## config.mk

```make
export PLATFORM = sky130hd
export DESIGN_NAME = fast_xfer_handler
export DESIGN_NICKNAME = d
export VERILOG_FILES = /design/src/rtl/fxh_pkg.sv /design/src/rtl/fxh_ctrl.sv /design/src/rtl/fxh_datapath.sv /design/src/rtl/fast_xfer_handler.sv
export SDC_FILE = /design/constraint.sdc
export NUM_CORES = 1
export LEC_CHECK = 0
export BUFFER_PORTS_ARGS = -buffer_cell sky130_fd_sc_hd__buf_2
export CAP_MARGIN = 15
export CORE_MARGIN = 1.5
export CORE_UTILIZATION = 45
export CTS_CLUSTER_SIZE = 30
export DETAILED_ROUTE_END_ITERATION = 8
export HOLD_SLACK_MARGIN = 0.05
export PLACE_DENSITY = 0.81
export SYNTH_ARGS = -nofsm -noshare
export SYNTH_HDL_FRONTEND = slang
export SYNTH_HIERARCHICAL = 1
export SYNTH_SLANG_ARGS = --single-unit
```

## constraint.sdc

```tcl
create_clock -name clk -period 2.5 [get_ports clk]
set_input_delay 0.125 -clock clk [delete_from_list [all_inputs] [get_ports clk]]
set_output_delay 0.125 -clock clk [all_outputs]
set_load 0.01 [all_outputs]
```

## src/rtl/fxh_pkg.sv

```systemverilog
package fxh_pkg;
  typedef struct packed {
    logic capture;
    logic shift;
    logic complete;
    logic loadStore;
  } fxStrobe_t;
endpackage

```

## src/rtl/fxh_ctrl.sv

```systemverilog
module fxh_ctrl
  import fxh_pkg::*;
#(
  parameter int ADDR_W = 32,
  parameter int WIN_LOG2 = 4,
  parameter logic [ADDR_W-1:0] WIN_BASE = 32'hFF20_0000
) (
  input  logic              clk,
  input  logic              rstN,
  input  logic              tapSel,
  input  logic              tapCapture,
  input  logic              tapShift,
  input  logic              tapUpdate,
  input  logic              cpuPending,
  input  logic [ADDR_W-1:0] cpuAddr,
  input  logic              cpuWrite,
  input  logic              flagIn,
  output fxStrobe_t         strb,
  output logic              success,
  output logic              cpuDone
);
  localparam int TAG_W = ADDR_W - WIN_LOG2;
  localparam logic [TAG_W-1:0] WIN_TAG = WIN_BASE[ADDR_W-1:WIN_LOG2];

  logic inWindow;
  logic okQ;
  logic updSel;

  assign inWindow = (cpuAddr[ADDR_W-1:WIN_LOG2] == WIN_TAG);
  assign success  = cpuPending && inWindow;
  assign updSel   = tapSel && tapUpdate && !tapCapture && !tapShift;

  always_comb begin
    strb.capture   = tapSel && tapCapture;
    strb.shift     = tapSel && tapShift && !tapCapture;
    strb.complete  = updSel && !flagIn && okQ;
    strb.loadStore = cpuWrite;
  end

  always_ff @(posedge clk) begin
    if (!rstN) begin
      okQ     <= 1'b0;
      cpuDone <= 1'b0;
    end else begin
      cpuDone <= strb.complete;
      if (strb.capture) okQ <= success;
      else if (updSel)  okQ <= 1'b0;
    end
  end

  p_done_after_update_r8: assert property (@(posedge clk) disable iff (!rstN)
    cpuDone |-> $past(tapSel && tapUpdate));
  p_done_single_r8: assert property (@(posedge clk) disable iff (!rstN)
    cpuDone |=> !cpuDone);
  p_done_needs_pending_r7: assert property (@(posedge clk) disable iff (!rstN)
    cpuDone |-> $past(cpuPending));
endmodule

```

## src/rtl/fxh_datapath.sv

```systemverilog
module fxh_datapath
  import fxh_pkg::*;
#(
  parameter int DATA_W = 32
) (
  input  logic              clk,
  input  logic              rstN,
  input  fxStrobe_t         strb,
  input  logic              success,
  input  logic              tdi,
  input  logic [DATA_W-1:0] cpuWdata,
  output logic              tdo,
  output logic              flagOut,
  output logic [DATA_W-1:0] cpuRdata
);
  localparam int CHAIN_W = DATA_W + 1;

  logic [CHAIN_W-1:0] chain;

  always_ff @(posedge clk) begin
    if (!rstN) begin
      chain    <= '0;
      cpuRdata <= '0;
    end else begin
      if (strb.capture)
        chain <= {(strb.loadStore ? cpuWdata : {DATA_W{1'b0}}), success};
      else if (strb.shift)
        chain <= {tdi, chain[CHAIN_W-1:1]};
      if (strb.complete && !strb.loadStore)
        cpuRdata <= chain[CHAIN_W-1:1];
    end
  end

  assign tdo     = chain[0];
  assign flagOut = chain[0];

  p_capture_flag_r2: assert property (@(posedge clk) disable iff (!rstN)
    strb.capture |=> (tdo == $past(success)));
  p_tdo_hold_r9: assert property (@(posedge clk) disable iff (!rstN)
    !(strb.capture || strb.shift) |=> $stable(tdo));
  p_rdata_hold_r6: assert property (@(posedge clk) disable iff (!rstN)
    !strb.complete |=> $stable(cpuRdata));
endmodule

```

## src/rtl/fast_xfer_handler.sv

```systemverilog
module fast_xfer_handler
  import fxh_pkg::*;
#(
  parameter int ADDR_W = 32,
  parameter int DATA_W = 32,
  parameter int WIN_LOG2 = 4,
  parameter logic [ADDR_W-1:0] WIN_BASE = 32'hFF20_0000
) (
  input  logic              clk,
  input  logic              rstN,
  input  logic              tapSel,
  input  logic              tapCapture,
  input  logic              tapShift,
  input  logic              tapUpdate,
  input  logic              tdi,
  output logic              tdo,
  input  logic              cpuPending,
  input  logic [ADDR_W-1:0] cpuAddr,
  input  logic              cpuWrite,
  input  logic [DATA_W-1:0] cpuWdata,
  output logic [DATA_W-1:0] cpuRdata,
  output logic              cpuDone
);
  fxStrobe_t strb;
  logic      success;
  logic      flagOut;

  fxh_ctrl #(.ADDR_W(ADDR_W), .WIN_LOG2(WIN_LOG2), .WIN_BASE(WIN_BASE)) uCtrl (
    .clk(clk), .rstN(rstN), .tapSel(tapSel), .tapCapture(tapCapture),
    .tapShift(tapShift), .tapUpdate(tapUpdate), .cpuPending(cpuPending),
    .cpuAddr(cpuAddr), .cpuWrite(cpuWrite), .flagIn(flagOut),
    .strb(strb), .success(success), .cpuDone(cpuDone)
  );

  fxh_datapath #(.DATA_W(DATA_W)) uData (
    .clk(clk), .rstN(rstN), .strb(strb), .success(success), .tdi(tdi),
    .cpuWdata(cpuWdata), .tdo(tdo), .flagOut(flagOut), .cpuRdata(cpuRdata)
  );

  p_rdata_only_on_done_r10: assert property (@(posedge clk) disable iff (!rstN)
    !cpuDone |-> $stable(cpuRdata));
endmodule

```

### Word-level counts from Yosys, hierarchy flattened

Cells that the tools add are included.

* equal/unequal tests: 1
* multiplexer cells: 5
* reductions and logical operators: 16

Operators with widths (count)
* 2-to-1 mux 33 bit: 2
* 2-to-1 mux 32 bit: 1
* equality test 28 bit (second input constant): 1
* logical AND 1 bit: 10
* logical NOT 1 bit: 4
* nonzero test 2 bit: 2
* 2-to-1 mux 1 bit: 2

* bits in registers: 67
* output and inout port bits: 34
* word-level logic and storage cells: 26

### Depth between registers and ports, before layout

Gate-level depths: netlist (run 1).

* depth after elaboration: 6
* gate-level depth with buffers: 7
* mapped depth without buffers: 5

### Cells and area by module

The synthesis (run 1) kept the hierarchy.

By module, submodules not included
* fxh_datapath: instances 1, cells each 325, area each 3045.4 µm²
* fxh_ctrl: instances 1, cells each 24, area each 222.7 µm²

### Worst setup path after synthesis (run 1)

Ideal clock, no wire load.

* path type: flip-flop to flip-flop
* start: register uCtrl.okQ
* end: register uData.cpuRdata[10]
* setup time: 66 ps
* arrival time: 1325 ps
* setup slack: 1109 ps
* stages on the path, launching flop included: 8
* buffers on the path: 2
* period minus slack after synthesis: 1391 ps
* cells stage by stage: dfxtp_1 nor4bb_1 and2_1 nor2b_2 buf_4 buf_6 nand2_1 a21boi_2

RTL lines
* start, declared: RTL line fxh_ctrl.sv:26 `logic okQ;`
* start signal, assigned: RTL line fxh_ctrl.sv:46 `if (strb.capture) okQ <= success;`
* end signal, assigned: RTL line fxh_datapath.sv:30 `cpuRdata <= chain[CHAIN_W-1:1];`
* end, declared: RTL line fxh_datapath.sv:14 `output logic [DATA_W-1:0] cpuRdata`

==> results of run 1 <==
[worst reg2reg max path, delay by kind of cell, from the launching register on]
kind / cells / cell delay [ns]
DFF: 1 / 0.35
buffers and inverters: 1 / 0.24
AOI/OAI and AO/OA: 1 / 0.15
and+or+nand+nor: 4 / 0.87
[stage by stage]
stage / cells / hold WS, ns
floorplan: 349 / 0.271
global placement: 520 / 0.452
detailed placement: 520 / 0.454
CTS: 536 / 0.118
global route: 536 / 0.143
finish: 536 / 0.129
[report_power, final]
group          internal (µW)  switching, µW
registers               1080           14.0
logic                   94.2           85.9
clock network            615            398
[per-layer routing]
| metal | share of wire [%] | routed length, µm | global-route usage (%) |
|---|---|---|---|
| met5 | 0 | 0 | 0 |
| met2 | 50 | 3460 | 32.5 |
| met4 | 1.6 | 114 | 8.66 |
| met1 | 44 | 3060 | 21.6 |
| met3 | 5.0 | 351 | 2.99 |
[path summary, 6_finish.rpt]
| path | from | end | slack [ns] | cells after the start |
|---|---|---|---|---|
| setup / recovery | uData/chain[0] | uData/cpuRdata[4] | 0.83 | 6 |
| hold / removal | tapSel | uCtrl/okQ | 0.13 | 3 |
| setup reg to reg | uData/chain[0] | uData/cpuRdata[4] | 0.83 | 6 |
| hold reg to reg | uData/cpuRdata[19] | uData/cpuRdata[19] | 0.46 | 2 |
[registers in the layout (all words and copies together) (netlist names)]
name            flops
uData/chain        33
uData/cpuRdata     32
uCtrl/cpuDone       1
uCtrl/okQ           1
[kinds of logic after synthesis]
family | count (synthesis)
buffers and inverters | 32
multiplexers | 33
flip-flops | 67
AO/OA/AOI/OAI | 68
AND/OR/NAND/NOR | 149
[final cells by class]
| cell class | count | area share [%] |
|---|---|---|
| Timing Repair Buffer | 106 | 14.5 |
| Clock buffer | 12 | 3.97 |
| Inverter | 1 | 0.0959 |
| Clock inverter | 4 | 1.85 |
| Sequential cell | 67 | 34.3 |
| Multi-Input combinational cell | 250 | 42.3 |
| Tap cell | 96 | 3.07 |
[cell usage after synthesis, types with 3 or more instances]
cell type,instances,area (µm²)
dfxtp_1,67,1340
nand2_1,66,248
and2_1,34,213
mux2i_1,33,330
nand3_1,32,160
a21boi_2,30,338
o21ai_1,30,150
buf_4,8,60.1
buf_6,6,67.6
buf_2,5,25.0
clkbuf_1,5,18.8
buf_12,3,60.1
nor4_2,3,37.5
o21ai_0,3,15.0
==> results.py, run 1 <==
metrics = {
    "outcome": {
        "status": "complete, no violations",
    },
    "final_layout": {
        "regArea_um2": 1340,
        "area_delta_synth_final_pct": 19.7,
        "post-route-util_pct": 56.6,
        "layout_commonest_cell": "buf_2",
        "multi_input_area_um2": 1650,
        "layout.nets": 508,
        "layout_common_cells": "buf_2, dfxtp_1, nand2_1",
        "fin_area_um2": 3910,
        "n_antenna_cell": 0,
        "drive_gt1_share_pct": 36.6,
        "nFillCells": 681,
    },
    "yosys": {
        "async_flop_share_pct": 0,
        "synth_top_family_by_area": "simple AND/OR/NAND/NOR gates",
        "ys_seq_area_share_pct": 41.0,
        "synth_edf_count": 0,
        "synthMuxAreaShare_pct": 10.1,
        "synthDistinctLibCells": 32,
        "synthFlopType": "dfxtp_1",
        "synth_xor_area_share_pct": 0,
        "synth_area_um2": 3270,
        "synthCells": 349,
        "syn_area_per_cell_um2": 9.36,
        "ys.warnings.count": 6,
        "synthSimpleGateAreaFrac_pct": 23.7,
        "synthesis.nets": 422,
        "synth-compound-area-share_pct": 16.7,
        "synth_seq_cells": 67,
        "synthAdderAreaFrac_pct": 0,
    },
    "worst_setup_path": {
        "cp_max_fo": 17,
        "cp_slowest_cell": "dfxtp_1",
        "slowest_delay_ns": 0.35,
        "critPathBufInv": 1,
        "crit_path_cell_trace": "nor4bb_1 > and2_1 > nor2b_2 > buf_4 > nand2_1 > a21boi_2",
        "worstPathArrival_ns": 1.92,
        "cp_data_required_time_ns": 2.75,
        "start_kind": "flop",
        "cp-end-kind": "flop",
        "crit_type": "flop to flop",
        "cp_top_family": "simple AND/OR/NAND/NOR gates",
    },
    "floorplan": {
        "core-area_um2": 6910,
        "pin_count": 107,
        "die-area_um2": 7780,
        "rows": 30,
        "initial_core_util_pct": 47.3,
        "die_h_um": 88.2,
        "die_w_um": 88.2,
    },
    "power": {
        "power.density_nw_per_um2": 586,
        "fin_total_pwr_uw": 2290,
        "vdd_drop_max_v": 0.000278,
        "power_leakage_uw": 0.00155,
    },
    "timing": {
        "finClkSkew_ns": 0.00812,
        "drv_slew": 0,
        "worst_pin_slew_ns": 0.905,
        "hold_violations": 0,
        "setup_viol": 0,
        "fin_crit_ns": 1.67,
        "fin_setup_tns_ns": 0,
        "fmax_mhz": 600,
        "fin_crit_sh_pct": 66.7,
        "relSlewSlack_pct": 39.7,
        "rsz0062_at_grt": "no",
        "worst_slack_ns": 0.832,
    },
    "placed_design": {
        "gp_congestion": 0.730,
        "io_buffer_count": 102,
        "dpl.hpwl_um": 4790,
        "dpl_worst_slack_ns": 0.840,
        "placedInstanceArea_um2": 3680,
    },
    "cts": {
        "cts.sinks": 67,
        "cts_made_buffers": 9,
        "clk_pin_slew_ns": 0.07,
        "cts_resized": 0,
        "clock_latency_ns": 0.33,
        "cts_hold_buf": 0,
        "cts_setup_buffers": 0,
        "clock-root-buffer": "clkbuf_8",
        "cts_buffer_depth": 2,
        "htree_levels": 3,
        "tritoncts": "done",
    },
    "routing": {
        "wl_um": 6990,
        "num_vias": 2675,
        "final_antenna_net_count": 0,
        "drc": 0,
        "drt_pre_antenna_iters": 4,
        "viasPerCell": 4.99,
        "drt_iter0_drc": 57,
        "wl_per_cell_um": 13.0,
    },
    "global_route": {
        "grt_pass1_vias": 2539,
        "grt_pass1_wl_um": 11100,
        "grt_max_degree": 69,
        "antenna_found_initial": 0,
        "grt_overflow": 0,
        "grt_usage_pct": 18.3,
    },
    "hold_path": {
        "hold_class": "primary input to flop",
    },
    "run": {
        "cap_violations": 0,
    },
}
No activity file was read; power rests on OpenSTA's default activity.
==> inputs of run 2 (changes only) <==
PLACE_DENSITY = 0.84   (was 0.81)
clock period = 1.5 ns   (was 2.5 ns; I/O delays follow)
==> run 2 against run 1 <==
Power is 57% higher. Cell area is 2.5% higher. Highest routed layer unchanged. First-iteration DRC count is 39% higher. Register-to-register slack worse by 0.82 ns. Sequential power is 66% higher. Clock skew is 0.00055 ns lower. Wire length is 1.6% lower. Non-clock buffer count is 7 higher. Hold slack worse by 0.044 ns. Critical path type unchanged. Largest power group unchanged.
==> results.py, run 2 (synthesis results as in run 1) <==
metrics = {
    "timing": {
        "rsz0062_at_grt": "yes",
        "setup_viol": 0,
        "drv_slew": 0,
        "fin_setup_tns_ns": 0,
        "finClkSkew_ns": 0.00757,
        "hold_violations": 0,
        "relSlewSlack_pct": 76.6,
        "fin_crit_sh_pct": 99.0,
        "fin_crit_ns": 1.48,
        "fmax_mhz": 673,
        "worst_pin_slew_ns": 0.351,
        "hold_ws_ns": 0.0855,
    },
    "worst_setup_path": {
        "start_kind": "flop",
        "r2r-start": "uCtrl/okQ",
        "r2r_cells": 6,
        "cp_data_required_time_ns": 1.75,
        "cp-end-kind": "flop",
        "slowest_delay_ns": 0.33,
        "crit_path_cell_trace": "nor4bb_4 > and2_4 > nor2b_4 > buf_6 > nand2_1 > a21boi_0",
        "reg2reg_slack_ns": 0.02,
        "cp_slowest_cell": "dfxtp_2",
        "critPathLaunch": "uCtrl/okQ",
        "crit_type": "flop to flop",
        "cp_max_fo": 8,
        "r2r_end": "uData/cpuRdata[27]",
        "worstPathArrival_ns": 1.73,
    },
    "power": {
        "clkPwrFrac_pct": 40.4,
        "p_sw_uw": 820,
        "power.density_nw_per_um2": 898,
        "switching_share_pct": 22.8,
        "vdd_drop_max_v": 0.000426,
        "power_frac_seq_pct": 50.9,
        "intPower_uw": 2780,
        "power_leakage_uw": 0.00163,
        "comb_power_share_pct": 8.8,
    },
    "floorplan": {
        "pin_count": 107,
        "core-area_um2": 6910,
        "rows": 30,
        "die_h_um": 88.2,
        "die-area_um2": 7780,
        "die_w_um": 88.2,
        "initial_core_util_pct": 47.3,
    },
    "run": {
        "cap_violations": 0,
    },
    "global_route": {
        "grt_max_degree": 69,
        "grt_overflow": 0,
        "grt_pass1_vias": 2613,
        "grt_usage_pct": 18.5,
        "grt_pass1_wl_um": 11200,
        "antenna_found_initial": 0,
    },
    "final_layout": {
        "layout.nets": 515,
        "post-route-util_pct": 58.1,
        "layout.cells.non_filler": 543,
        "multi_input_area_um2": 1700,
        "drive_gt1_share_pct": 39.6,
        "largest_reg_flops": 33,
        "area_delta_synth_final_pct": 22.7,
        "nFillCells": 657,
        "layout_commonest_cell": "buf_2",
        "regMostFlops": "uData/chain",
        "regArea_um2": 1340,
        "n_antenna_cell": 0,
        "reg.largest.list": "uData/chain (33), uData/cpuRdata (32)",
        "layout_common_cells": "buf_2, dfxtp_1, nand2_1",
        "fin_area_um2": 4010,
    },
    "routing": {
        "wl_um": 6880,
        "final_antenna_net_count": 0,
        "drt_iter0_drc": 79,
        "drc": 0,
        "num_vias": 2656,
        "drt_pre_antenna_iters": 4,
        "wl_per_cell_um": 12.7,
        "viasPerCell": 4.89,
    },
    "placed_design": {
        "dpl.hpwl_um": 4870,
        "placedInstanceArea_um2": 3740,
        "dpl.cell_count": 526,
        "io_buffer_count": 102,
        "gp_congestion": 0.755,
    },
    "hold_path": {
        "hold_class": "primary input to flop",
        "min_to": "uData/chain[7]",
        "min_from": "cpuWdata[6]",
        "hold_depth": 4,
    },
    "cts": {
        "cts_hold_buf": 0,
        "cts.sinks": 67,
        "clk_pin_slew_ns": 0.07,
        "cts_made_buffers": 9,
        "clock-root-buffer": "clkbuf_8",
        "cts_buffer_depth": 2,
        "htree_levels": 3,
        "tritoncts": "done",
        "clock_latency_ns": 0.32,
    },
    "outcome": {
        "status": "complete, no violations",
    },
}
==> run 2: changes by cell type in the layout (fill, tap and decap cells not counted), moves of 2 or more <==
cell | previous run | this run
dfxtp_1 | 67 | 65
nand2_1 | 66 | 61
nand2_2 | 0 | 2
nand2_4 | 0 | 3
clkinv_2 | 1 | 3
buf_6 | 0 | 2
dfxtp_2 | 0 | 2
buf_4 | 2 | 5
==> run 2: worst max-delay path: cells and delay by family, from the launching register on <==
kind | cells | cell delay, ns
AND/OR/NAND/NOR | 4 | 0.77
flip-flops | 1 | 0.33
buffers and inverters | 1 | 0.17
AO/OA/AOI/OAI | 1 | 0.14
==> run 2: worst max-delay path by stage <==
stage,slack [ns],endpoint,depth (start not counted)
CTS,0.006,uData/cpuRdata[17],6
floorplan,0.11,uData/cpuRdata[10],7
finish,0.02,uData/cpuRdata[27],6
global route,-0.08,uData/cpuRdata[13],6
detailed placement,-0.05,uData/cpuRdata[27],6
global placement,0.01,uData/cpuRdata[26],6
==> run 2: final cells by class <==
cell class                      count  share of cell area, %
Timing Repair Buffer              113                   16.1
Multi-Input combinational cell    250                   42.5
Tap cell                           96                   2.99
Clock buffer                       11                   3.52
Sequential cell                    67                   33.5
Inverter                            1                 0.0936
Clock inverter                      5                   1.31
==> run 2: metrics by stage <==
step	worst slack, ns	power, µW
final	0.0151	3600
after global routing	-0.0753	3770
after CTS	0.00574	3640
after detailed placement	-0.0510	2180
after global placement	0.0119	2170
after floorplan	0.109	2070
==> run 2: power by group through the flow <==
stage                     Sequential [µW]  Clock (µW)  Combinational, µW
after floorplan                      1860           0                206
after global placement               1870           0                305
after detailed placement             1870           0                313
after CTS                            1830        1490                316
after global routing                 1840        1580                349
final                                1830        1450                316
==> run 2: per-layer routing <==
layer | track usage (%) | vias to the layer above | part of all wire, %
met5 | 0 | - | 0
met4 | 4.97 | 0 | 0.45
met3 | 4.94 | 4 | 5.5
met2 | 33.4 | 89 | 50
met1 | 21.5 | 1196 | 44
li1 | - | 1367 | -
==> run 2: what timing repair did <==
item,4_1_cts,5_1_grt
cloned,1,0
endpoints found under the setup margin,32,32
buffers inserted,0,0
resized for setup,6,14
pin swaps,0,5
==> inputs of run 3 (changes only) <==
REMOVE_ABC_BUFFERS = 1   (was not set)
==> run 3 against run 2 <==
Clock-buffer cell count up 1. Combinational power about the same. Worst setup slack better by 0.014 ns. Clock power up 7%. Core utilization down 0.20 points. Sequential share of layout area up 0.12 points. Sequential power about the same. Fmax up 0.95%. Cell area down 0.34%. Cell count down 0.18%. Flip-flop and latch count unchanged. Clock skew up 0.0025 ns. Critical path type unchanged.
==> results.py, run 3 (synthesis results as in run 1) <==
metrics = {
    "outcome": {
        "status": "complete, no violations",
    },
    "floorplan": {
        "pin_count": 107,
        "rows": 30,
        "die-area_um2": 7780,
        "core-area_um2": 6910,
        "die_h_um": 88.2,
        "die_w_um": 88.2,
        "initial_core_util_pct": 47.3,
    },
    "final_layout": {
        "regMostFlops": "uData/chain",
        "drive_gt1_share_pct": 38.8,
        "largest_reg_flops": 33,
        "layout_common_cells": "buf_2, nand2_1, dfxtp_1",
        "area_delta_synth_final_pct": 22.3,
        "layout.nets": 514,
        "n_antenna_cell": 0,
        "multi_input_area_um2": 1690,
        "reg.largest.list": "uData/chain (33), uData/cpuRdata (32)",
        "layout_commonest_cell": "buf_2",
        "regArea_um2": 1340,
        "nFillCells": 638,
    },
    "timing": {
        "fin_crit_sh_pct": 98.1,
        "worst_slack_ns": 0.0291,
        "fin_setup_tns_ns": 0,
        "rsz0062_at_grt": "yes",
        "finClkSkew_ns": 0.0100,
        "worst_pin_slew_ns": 0.378,
        "fmax_mhz": 680,
        "fin_crit_ns": 1.47,
        "hold_violations": 0,
        "relSlewSlack_pct": 74.8,
        "setup_viol": 0,
        "drv_slew": 0,
    },
    "cts": {
        "cts.sinks": 67,
        "tritoncts": "done",
        "clock-root-buffer": "clkbuf_8",
        "cts_hold_buf": 0,
        "cts_made_buffers": 9,
        "cts_setup_buffers": 0,
        "clk_pin_slew_ns": 0.07,
        "cts_buffer_depth": 2,
        "clock_latency_ns": 0.33,
        "htree_levels": 3,
    },
    "hold_path": {
        "hold_class": "primary input to flop",
    },
    "routing": {
        "viasPerCell": 4.94,
        "drt_iter0_drc": 112,
        "drc": 0,
        "wl_per_cell_um": 13.2,
        "drt_pre_antenna_iters": 4,
        "final_antenna_net_count": 0,
        "num_vias": 2677,
        "wl_um": 7140,
    },
    "placed_design": {
        "dpl_worst_slack_ns": -0.00649,
        "dpl.hpwl_um": 4540,
        "gp_congestion": 0.716,
        "io_buffer_count": 102,
    },
    "global_route": {
        "grt.met1_usage_pct": 23.3,
        "grt-busiest-layer": "met2",
        "grt_max_degree": 67,
        "grt_overflow": 0,
        "grt_pass1_vias": 2534,
        "grt_pass1_wl_um": 11400,
        "grt.met2_usage_pct": 33.0,
        "antenna_found_initial": 0,
        "grt_usage_pct": 18.8,
        "met3_usage_pct": 2.89,
    },
    "worst_setup_path": {
        "crit_type": "flop to flop",
        "start_kind": "flop",
        "crit_path_cell_trace": "nor4bb_4 > and2_4 > nor2b_4 > buf_4 > nand2_1 > a21boi_2",
        "critPathBufInv": 1,
        "slowest_delay_ns": 0.34,
        "cp_data_required_time_ns": 1.76,
        "cp_max_fo": 8,
        "worstPathArrival_ns": 1.73,
        "cp_top_family": "simple AND/OR/NAND/NOR gates",
        "cp_slowest_cell": "dfxtp_2",
        "cp-end-kind": "flop",
    },
    "power": {
        "power_leakage_uw": 0.00158,
        "vdd_drop_max_v": 0.000528,
        "power.density_nw_per_um2": 924,
    },
    "run": {
        "cap_violations": 0,
    },
}
run 3: worst register-to-register path, cell delays in order (launching register included):
cell	delay [ns]
dfxtp_2	0.34
nor4bb_4	0.28
and2_4	0.19
nor2b_4	0.19
buf_4	0.20
nand2_1	0.09
a21boi_2	0.11
run 3: report_power, final:
part	leakage (µW)	switching, µW	internal [µW]
clock	0.000108	652	899
sequential	0.000543	23.2	1810
combinational	0.000934	146	167
run 3: through the flow:
stage / utilization, % / cell area [µm²] / hold slack [ns] / power (µW) / instances
after floorplan: - / 3000 / 0.197 / 2010 / 318
after global placement: 54.0 / 3730 / 0.416 / 2170 / 524
after detailed placement: 54.0 / 3730 / 0.425 / 2180 / 524
after CTS: 57.4 / 3970 / 0.0648 / 3740 / 541
after global routing: 57.9 / 4000 / 0.0920 / 3850 / 542
final: 57.9 / 4000 / 0.0903 / 3690 / 542
run 3: area by class of cell:
type | instances | share of cell area (%)
clock buffers | 12 | 4.13
inverters | 1 | 0.0939
clock inverters | 4 | 1.19
well taps | 96 | 3.00
multi-input cells | 251 | 42.4
flip-flops and latches | 67 | 33.6
repair buffers | 111 | 15.6
run 3: metal layers:
| metal | wire [µm] | vias to the layer above |
|---|---|---|
| met3 | 288 | 7 |
| met1 | 3240 | 1240 |
| li1 | - | 1366 |
| met5 | 0 | - |
| met4 | 82 | 0 |
| met2 | 3530 | 64 |
run 3: path summary, 6_finish.rpt:
check | startpoint | end | slack [ns] | depth (start not counted)
setup / recovery | uData/chain[0] | uData/cpuRdata[1] | 0.03 | 6
hold / removal | cpuWdata[29] | uData/chain[30] | 0.09 | 4
setup reg to reg | uData/chain[0] | uData/cpuRdata[1] | 0.03 | 6
hold reg to reg | uData/cpuRdata[9] | uData/cpuRdata[9] | 0.46 | 2
run 3: what timing repair did:
action | CTS | global route
setup endpoints to repair | 30 | 32
cloned | 1 | 1
gates resized for setup | 4 | 10
